===== config.mk =====
export PLATFORM = sky130hd
export DESIGN_NAME = cyc_syndrome_calc
export DESIGN_NICKNAME = d
export VERILOG_FILES = /design/src/rtl/cyc_syndrome_calc.sv
export SDC_FILE = /design/constraint.sdc
export NUM_CORES = 1
export LEC_CHECK = 0
export BUFFER_PORTS_ARGS = -buffer_cell sky130_fd_sc_hd__buf_2
export CAP_MARGIN = 15
export CORE_AREA = 2 2 39 41
export DETAILED_ROUTE_END_ITERATION = 6
export DIE_AREA = 0 0 41 43
export GPL_TIMING_DRIVEN = 1
export SYNTH_ARGS = -nofsm -noshare
export SYNTH_HDL_FRONTEND = slang
export SYNTH_SLANG_ARGS = --single-unit

===== constraint.sdc =====
create_clock -name clk -period 1.85 [get_ports clk]
set_input_delay 0.2775 -clock clk [delete_from_list [all_inputs] [get_ports clk]]
set_output_delay 0.2775 -clock clk [all_outputs]
set_load 0.01 [all_outputs]

===== src/rtl/cyc_syndrome_calc.sv =====
module cyc_syndrome_calc #(
  parameter int N = 7,
  parameter int K = 4,
  parameter logic [N-K-1:0] GPOLY = 3'b011
) (
  input  logic clk,
  input  logic rst_n,
  input  logic start_i,
  input  logic bit_valid_i,
  input  logic bit_i,
  output logic synd_bit_o,
  output logic synd_valid_o,
  output logic done_o,
  output logic err_o
);
  localparam int M  = N - K;
  localparam int CW = $clog2(N);

  typedef enum logic [1:0] {PH_IDLE, PH_RECV, PH_UNLD} phase_t;

  phase_t        phase;
  logic [M-1:0]  rem;
  logic [CW-1:0] cnt;
  logic          err_q;

  wire in_gate  = (phase == PH_RECV);
  wire out_gate = (phase == PH_UNLD);
  wire last_in  = (cnt == CW'(N-1));
  wire last_out = (cnt == CW'(M-1));

  always_ff @(posedge clk or negedge rst_n) begin
    if (!rst_n) begin
      phase <= PH_IDLE;
      rem   <= '0;
      cnt   <= '0;
      err_q <= 1'b0;
    end else if (start_i) begin
      phase <= PH_RECV;
      rem   <= '0;
      cnt   <= '0;
      err_q <= 1'b0;
    end else begin
      case (phase)
        PH_RECV: if (bit_valid_i) begin
          rem <= {rem[M-2:0], bit_i} ^ (rem[M-1] ? GPOLY : '0);
          if (last_in) begin
            cnt   <= '0;
            phase <= PH_UNLD;
          end else begin
            cnt <= cnt + 1'b1;
          end
        end
        PH_UNLD: begin
          rem <= {rem[M-2:0], 1'b0};
          if (rem[M-1]) err_q <= 1'b1;
          if (last_out) begin
            cnt   <= '0;
            phase <= PH_IDLE;
          end else begin
            cnt <= cnt + 1'b1;
          end
        end
        default: ;
      endcase
    end
  end

  assign synd_valid_o = out_gate;
  assign synd_bit_o   = out_gate & rem[M-1];
  assign done_o       = out_gate & last_out;
  assign err_o        = err_q;

  wire unused_ok = in_gate;
endmodule


==> qor.yml, run 1 <==
dp_cells: 74
vdd_drop_max_uv: 484
grt_use_total_pct: 14.6
die_area_um2: 1760
vias: 420
antenna_found_initial: 0
post_drt_wl_per_cell_um: 13.0
drtAntennaViolNets: 0
crit_start: "phase[1]$_DFFE_PN0P_"
final_cells: 79
synth_xor_area_share_pct: 5.12
synthAdderAreaFrac_pct: 0
finalCritPeriodShare_pct: 87.6
crit_path_cell_trace: "and2b_2 > a211oi_4 > nor4b_1 > a211o_1"
grt_max_degree: 13
critPathKind: "reg -> reg"
synth_top_family_by_area: "simple AND/OR/NAND/NOR gates"
cts_tree: "built"
vias_per_cell: 5.32
synth-simple-area-share_pct: 26.6
yosysSeqAreaShare_pct: 43.9
final.min_clock_period_ns: 1.62
grt_pass1_vias: 391
drive_above_1_share_pct: 31.7
finalSetupTns_ns: 0
num_rows: 14
detail_route.first_pass.iterations: 4
grt_remaining_overflow: 0
rsz0062_at_grt: "false"
syn2layout_area_growth_pct: 17.3
top_usage_layer: "met1"
crit_buf_inv: 0
p_per_area_nw_per_um2: 772
grt.met3_usage_pct: 3.14
dr.first_iter.drc_count: 4
n_antenna_cell: 0
grt_use_met1_pct: 22.0
clock_path_buffers: 2
synthMuxAreaShare_pct: 0
p_leak_nw: 0.276
boundaryPins: 9
max_freq_mhz: 617
r2r_setup_slack_ns: 0.23
critical_path.max_stage_delay_ns: 0.44
die_w_um: 41
critPathCaptureType: "register"
outcome: "finished clean"
critPathTopFamily: "compound AO/OA/AOI/OAI gates"
path_clk_slew_ns: 0.07
htreeDepth: 1
initial_utilization_pct: 37.1
cts-buffers-inserted: 3
synth_area_um2: 513
routabilityCongestion: 0.757
syn_inst: 51
reg2reg_depth: 4
tightest_slew_ns: 0.377
clock_skew_ns: 0.00396
r2r_start: "phase[1]$_DFFE_PN0P_"
setup_viol_count_final: 0
worstPathArrival_ns: 1.78
slew_headroom_pct: 74.2
wirelength_um: 1030
core_um2: 1380
die_y_um: 43
drc: 0
grtUsageMet2_pct: 17.5
cts.root.buffer_cell: "clkbuf_4"
holdBufCountCts: 1
cts.sinks: 9
hpwl_um: 696
final_nets: 69
ctsResizeCount: 0
endpoint: "cnt[1]$_DFFE_PN0P_"
synth.distinct_cells: 28
synth-compound-area-share_pct: 20.5
hold_viol_final: 0
insertion_delay_ns: 0.27
slew_violations: 0
path_max_fanout: 10
drv_cap: 0
crit_path_top_delay_cell: "dfrtp_1"
start_kind: "register"
critPathRequiredTime_ns: 2.01
io_buffer_count: 8
reg2reg_to: "cnt[1]$_DFFE_PN0P_"
syn_nets: 56
grt_pass1_wl_um: 1700
synth_seq_cells: 9
crit_cells: 4
postCtsSetupBuffers: 0
hold_path.class: "in -> reg"
yosys_warnings: 0
synth_area_per_cell_um2: 10.1
[flip-flops by register name (all words and copies together) (netlist names)]
register / count
err_o: 1
rem: 3
cnt: 3
phase: 2
[final cells by class]
type | instances | area, um^2
Clock buffer | 3 | 22.5
Clock inverter | 1 | 5.00
Fill cell | 141 | 782
Inverter | 1 | 3.75
Multi-Input combinational cell | 39 | 268
Sequential cell | 9 | 225
Tap cell | 16 | 20.0
Timing Repair Buffer | 10 | 57.6
[per-stage QoR]
step / instance area (um^2) / hold WS [ns] / setup slack, ns / utilization (%) / total power, W
2_1_floorplan: 513 / -0.0181 / 0.346 / - / 0.000283
3_3_place_gp: 564 / 0.145 / 0.280 / 40.8 / 0.000302
3_5_place_dp: 564 / 0.147 / 0.221 / 40.8 / 0.000304
4_1_cts: 602 / 0.293 / 0.220 / 43.5 / 0.000467
5_1_grt: 602 / 0.321 / 0.0704 / 43.5 / 0.000487
6_report: 602 / 0.290 / 0.230 / 43.5 / 0.000465
[logic make-up (layout without fill, tap and decap cells)]
kind of cell    after synthesis  count (layout)
compound gates               13              13
buf+inv                       3              15
xor+xnor                      3               3
flops                         9               9
simple gates                 23              23
[power by group]
part / leakage, nW / total (W) / switching (W) / internal (W)
logic: 0.141 / 0.0000659 / 0.0000326 / 0.0000334
registers: 0.117 / 0.000237 / 0.0000253 / 0.000212
clock network: 0.0177 / 0.000162 / 0.0000815 / 0.0000802
total: 0.276 / 0.000465 / 0.000139 / 0.000325
[cell usage after synthesis]
cell	count	area share, %
a2111oi_0	1	1.7
a211o_1	1	1.7
a211oi_4	1	3.9
a21o_2	2	3.4
a21oi_1	2	2.0
a22oi_1	1	1.5
a31oi_1	1	1.2
and2_2	1	1.5
and2b_2	1	1.7
clkbuf_1	1	0.73
dfrtp_1	9	44
dlymetal6s2s_1	1	2.4
inv_2	1	0.73
nand2_1	5	3.7
nand2b_1	2	2.4
nand2b_4	1	2.7
nand3_1	1	0.97
nand4b_1	1	1.7
nor2_1	4	2.9
nor2b_1	2	2.4
nor3_1	2	2.0
nor4_1	1	1.2
nor4b_1	2	3.4
o21ai_0	2	2.0
o31ai_1	1	1.5
o41ai_1	1	1.7
xnor2_1	1	1.7
xor2_1	2	3.4
[placed cells by master, fill, tap and decap left out, types with 3 or more instances in the layout]
| cell type | Yosys | routed |
|---|---|---|
| dfrtp_1 | 9 | 9 |
| nand2_1 | 5 | 5 |
| nor2_1 | 4 | 4 |
| clkbuf_4 | 0 | 3 |
| buf_2 | 0 | 8 |
[metal layers]
layer / share of wire, % / wire length, um / vias up
met3: 7.7 / 79 / 5
met4: 2.4 / 25 / 0
li1: - / - / 208
met2: 38 / 393 / 17
met1: 52 / 530 / 190
met5: 0 / 0 / -
[worst min path at each step]
stage / start / to / cells after the start
after floorplan: rst_n / cnt[0]$_DFFE_PN0P_ / 0
after global placement: rst_n / rem[1]$_DFFE_PN0P_ / 1
after detailed placement: rst_n / rem[2]$_DFFE_PN0P_ / 1
after CTS: bit_valid_i / rem[0]$_DFFE_PN0P_ / 3
after global routing: bit_valid_i / rem[0]$_DFFE_PN0P_ / 3
final: bit_valid_i / rem[0]$_DFFE_PN0P_ / 3
[worst register-to-register path: stages, from the launching register on]
cell and delay [ns]:
dfrtp_1 0.44, and2b_2 0.28, a211oi_4 0.42, nor4b_1 0.10
a211o_1 0.27
Note: power is estimated with default switching activity, not from simulation.
==> inputs of run 2 (changes only) <==
--- a/config.mk
+++ b/config.mk
@@ -5,11 +5,12 @@
 export SDC_FILE = /design/constraint.sdc
 export NUM_CORES = 1
 export LEC_CHECK = 0
+export ABC_AREA = 1
 export BUFFER_PORTS_ARGS = -buffer_cell sky130_fd_sc_hd__buf_2
 export CAP_MARGIN = 15
-export CORE_AREA = 2 2 39 41
+export CORE_AREA = 4 4 41 43
 export DETAILED_ROUTE_END_ITERATION = 6
-export DIE_AREA = 0 0 41 43
+export DIE_AREA = 0 0 45 47
 export GPL_TIMING_DRIVEN = 1
 export SYNTH_ARGS = -nofsm -noshare
 export SYNTH_HDL_FRONTEND = slang
==> qor.yml, run 2 <==
outcome: "finished clean"
async_flop_share_pct: 100
yosysMostFrequentCell: "nand2_1"
clock_path_buffers: 2
clock_skew_ns: 0.00827
finalCritPeriodShare_pct: 81.9
grt_remaining_overflow: 0
wirelength_um: 978
reg_top3: "cnt (3), rem (3), phase (2)"
synth.distinct_cells: 15
syn2layout_area_growth_pct: 19.0
vias_per_cell: 4.71
grt_use_total_pct: 12.3
synth_area_per_cell_um2: 7.72
hold_path.class: "in -> reg"
critPathRequiredTime_ns: 1.57
p_leak_nw: 0.339
hpwl_um: 766
postCtsSetupBuffers: 0
final.min_clock_period_ns: 1.52
detail_route.first_pass.iterations: 3
initial_utilization_pct: 38.6
cts-buffers-inserted: 3
slew_violations: 0
crit_path_top_delay_cell: "dfrtp_1"
io_buffer_count: 8
core_um2: 1300
synth_area_leaders: "dfrtp_1 (45%), nand2_1 (16%), xor2_1 (7.0%), nand3_1 (6.0%), inv_1 (4.5%)"
grt_pass1_wl_um: 1750
critical_path.max_stage_delay_ns: 0.43
crit_path_cell_trace: "inv_2 > nand2_1 > nor2_1 > buf_2"
cts.root.buffer_cell: "clkbuf_4"
p_per_area_nw_per_um2: 890
cts_tree: "built"
drtAntennaViolNets: 0
path_clk_slew_ns: 0.06
worstPathArrival_ns: 1.24
finalSetupTns_ns: 0
die_y_um: 47
synth_top_area_cell: "dfrtp_1"
r2r_setup_slack_ns: 0.74
drive_above_1_share_pct: 28.2
layout_setup_ws_ns: 0.334
ys.flop_type: "dfrtp_1"
path_max_fanout: 4
cts.sinks: 9
synth.top_cell.area_share_pct: 44.9
critPathCaptureType: "primary output"
yosys_warnings: 0
post_drt_wl_per_cell_um: 10.5
slew_headroom_pct: 85.5
start_kind: "register"
critPathKind: "reg -> out"
syn_inst: 65
htreeDepth: 1
insertion_delay_ns: 0.27
drv_cap: 0
synth_area_um2: 502
grt_max_degree: 10
hold_viol_final: 0
dr.first_iter.drc_count: 7
vias: 438
grt_pass1_vias: 407
yosysSeqAreaShare_pct: 44.9
die_area_um2: 2120
synth_seq_cells: 9
synth_edf_count: 0
num_rows: 13
dp_slack_ns: 0.636
rsz0062_at_grt: "false"
drc: 0
final_common_cell: "nand2_1"
antenna_found_initial: 0
tightest_slew_ns: 0.218
final_nets: 84
setup_viol_count_final: 0
routabilityCongestion: 0.755
die_w_um: 45
syn_nets: 70
boundaryPins: 9
vdd_drop_max_uv: 446
most-common-layout-cells: "nand2_1 (21), dfrtp_1 (9), buf_2 (8)"
synth_commonest_cells: "nand2_1 (21), dfrtp_1 (9), inv_1 (6), nand3_1 (6)"
max_freq_mhz: 660
n_antenna_cell: 0
==> run 2: final timing paths <==
kind | to | start | depth (start not counted)
min | phase[0]$_DFFE_PN0P_ | start_i | 3
max in group asynchronous | cnt[0]$_DFFE_PN0P_ | rst_n | 2
max | done_o | phase[0]$_DFFE_PN0P_ | 4
min in group asynchronous | phase[1]$_DFFE_PN0P_ | rst_n | 2
max reg2reg | phase[0]$_DFFE_PN0P_ | phase[0]$_DFFE_PN0P_ | 6
min reg2reg | rem[2]$_DFFE_PN0P_ | rem[1]$_DFFE_PN0P_ | 2
==> run 2: metal layers <==
| metal | wire [um] | vias to the layer above | part of all wire [%] | track usage [%] |
|---|---|---|---|---|
| met5 | 0 | - | 0 | 0 |
| met4 | 22 | 0 | 2.2 | 7.02 |
| met3 | 83 | 5 | 8.5 | 6.90 |
| met2 | 412 | 13 | 42 | 18.4 |
| met1 | 460 | 193 | 47 | 13.8 |
| li1 | - | 227 | - | - |
==> run 2: timing repair <==
action,CTS,global route
hold endpoints to repair,9,0
gates resized for setup,0,0
hold buffers,1,0
endpoints found under the setup margin,0,0
==> run 2: final cells by class <==
type                       count  area, um^2
tap                           15        18.8
inverter                      10        37.5
sequential                     9         225
fill                         145         704
timing repair buffer           9        50.0
multi-input combinational     46         239
clock buffer                   4        26.3
==> run 2: stage by stage <==
stage          instances  instance area (um^2)  util, %  power, W  hold slack (ns)
2_1_floorplan         65                   502        -  0.000344          -0.0181
3_3_place_gp          88                   561     43.1  0.000379            0.145
3_5_place_dp          88                   561     43.1  0.000381            0.139
4_1_cts               93                   597     45.9  0.000537            0.313
5_1_grt               93                   597     45.9  0.000576            0.333
6_report              93                   597     45.9  0.000531            0.321
==> run 2: logic make-up (layout without fill, tap and decap cells) <==
kind of cell | count (synthesis) | count (layout) | share of synthesized area (%)
AND/OR/NAND/NOR | 39 | 39 | 36.4
buffers and inverters | 10 | 23 | 7.48
flip-flops | 9 | 9 | 44.9
XOR/XNOR | 4 | 4 | 6.98
AO/OA/AOI/OAI | 3 | 3 | 4.24
==> run 2: worst max-delay path: cells and delay by family (launching register included) <==
family / cells / cell delay [ns]
buf+inv: 2 / 0.23
flops: 1 / 0.43
simple gates: 2 / 0.30
==> run 2: where the power goes <==
part / total, W / leakage [nW] / internal [W] / switching, W
clock network: 0.000153 / 0.0150 / 0.0000832 / 0.0000702
registers: 0.000250 / 0.120 / 0.000221 / 0.0000283
logic: 0.000128 / 0.204 / 0.0000463 / 0.0000819
total: 0.000531 / 0.339 / 0.000351 / 0.000180
==> inputs of run 3 (changes only) <==
--- a/config.mk
+++ b/config.mk
@@ -5,7 +5,7 @@
 export SDC_FILE = /design/constraint.sdc
 export NUM_CORES = 1
 export LEC_CHECK = 0
-export ABC_AREA = 1
+export ABC_AREA = 0
 export BUFFER_PORTS_ARGS = -buffer_cell sky130_fd_sc_hd__buf_2
 export CAP_MARGIN = 15
 export CORE_AREA = 4 4 41 43
==> constraint.sdc (replaced) <==
create_clock -name clk -period 1.3 [get_ports clk]
set_input_delay 0.195 -clock clk [delete_from_list [all_inputs] [get_ports clk]]
set_output_delay 0.195 -clock clk [all_outputs]
set_load 0.01 [all_outputs]
==> qor.yml, run 3 (same netlist as run 1, synthesis figures left out) <==
post_drt_wl_per_cell_um: 13.4
hold_viol_final: 0
n_antenna_cell: 0
slew_headroom_pct: 81.5
grt_use_total_pct: 13.7
worstPathArrival_ns: 1.28
p_leak_nw: 0.403
final_common_cell: "buf_4"
routabilityCongestion: 0.804
drtAntennaViolNets: 0
detail_route.first_pass.iterations: 4
dr.first_iter.drc_count: 12
post-route-util_pct: 64.9
initial_utilization_pct: 39.4
top_usage_layer: "met2"
grtUsageMet2_pct: 24.3
path_clk_slew_ns: 0.07
grt_remaining_overflow: 0
hold_path.class: "in -> reg"
reg2reg_depth: 5
reg_top3: "cnt (3), rem (3), phase (2)"
grt_pass1_vias: 502
setup_viol_count_final: 6
violations: "negative setup slack"
vias_per_cell: 5.35
critPathKind: "reg -> out"
boundaryPins: 9
antenna_found_initial: 0
drive_above_1_share_pct: 62.5
die_y_um: 47
final_nets: 86
start_kind: "register"
reg2reg_to: "cnt[1]$_DFFE_PN0P_"
num_rows: 13
outcome: "finished with violations"
grt.met3_usage_pct: 2.30
hold_path_startpoint: "bit_i"
critPathRequiredTime_ns: 1.11
whs_endpoint: "rem[0]$_DFFE_PN0P_"
htreeDepth: 1
whs_ns: 0.261
clock_skew_ns: 0.00352
dp_slack_ns: -0.0735
die_area_um2: 2120
p_per_area_nw_per_um2: 905
multiInputGateArea_um2: 359
clock_path_buffers: 2
wirelength_um: 1270
vias: 508
r2r_setup_slack_ns: -0.08
cts.root.buffer_cell: "clkbuf_4"
max_freq_mhz: 678
tightest_slew_ns: 0.275
grt_use_met1_pct: 15.5
rsz0062_at_grt: "true"
syn2layout_area_growth_pct: 64.6
most-common-layout-cells: "buf_4 (14), dfrtp_1 (7), buf_2 (7)"
final.min_clock_period_ns: 1.47
vdd_drop_max_uv: 490
drc: 0
slew_violations: 0
worstHoldPathCells: 4
finalCritPeriodShare_pct: 113
regArea_um2: 228
r2r_start: "phase[1]$_DFFE_PN0P_"
core_um2: 1300
cts.sinks: 9
insertion_delay_ns: 0.27
filler_cell_count: 110
cts-buffers-inserted: 3
io_buffer_count: 8
die_w_um: 45
layout_setup_ws_ns: -0.175
hpwl_um: 799
grt_pass1_wl_um: 2090
grt_max_degree: 12
finalSetupTns_ns: -0.421
cts_tree: "built"
path_max_fanout: 4
critPathCaptureType: "primary output"
drv_cap: 0
-- run 3: repair_timing --
item | in CTS | in global routing
buffers inserted | 4 | 3
gates resized for setup | 15 | 10
endpoints found under the hold margin | 9 | 0
pin swaps | 6 | 1
setup endpoints to repair | 8 | 10
hold buffers | 1 | 0
-- run 3: how the worst max path moves through the flow --
stage                     depth (start not counted)                 start  slack, ns            endpoint
after global routing                              6  phase[1]$_DFFE_PN0P_      -0.22          synd_bit_o
after floorplan                                   4  phase[1]$_DFFE_PN0P_      -0.18  cnt[1]$_DFFE_PN0P_
after global placement                            6  phase[1]$_DFFE_PN0P_      -0.05  cnt[1]$_DFFE_PN0P_
after CTS                                         6  phase[1]$_DFFE_PN0P_      -0.17          synd_bit_o
after detailed placement                          4  phase[1]$_DFFE_PN0P_      -0.07  cnt[0]$_DFFE_PN0P_
final                                             6  phase[1]$_DFFE_PN0P_      -0.17          synd_bit_o
-- run 3: cell type report --
class                   count  share of cell area, %
well taps                  15                   2.22
inverters                   1                  0.741
flip-flops and latches      9                   27.0
clock buffers               4                   3.11
repair buffers             27                   24.4
multi-input cells          39                   42.5
-- run 3: power by group --
part	total (W)	switching, W	internal, W
combinational	0.000194	0.0000856	0.000109
sequential	0.000343	0.0000392	0.000304
clock	0.000228	0.000109	0.000119
-- run 3: critical path, cell delays in order (launching register included) --
cell and delay [ns]:
dfrtp_1 0.39, buf_6 0.13, nand2b_4 0.09, inv_4 0.05, buf_6 0.10, and2_4 0.15
buf_6 0.11
-- run 3: through the flow --
step,power (W),instances,instance area (um^2)
2_1_floorplan,0.000406,51,519
3_3_place_gp,0.000455,83,644
4_1_cts,0.000719,92,779
5_1_grt,0.000804,95,845
3_5_place_dp,0.000454,83,644
6_report,0.000765,95,845
-- run 3: layer usage --
metal  share of wire (%)  wire length, um  vias up
met1                  47              591      248
met4                 1.1               14        0
met5                   0                0        -
met2                  47              596       14
li1                    -                -      242
met3                 5.2               66        4
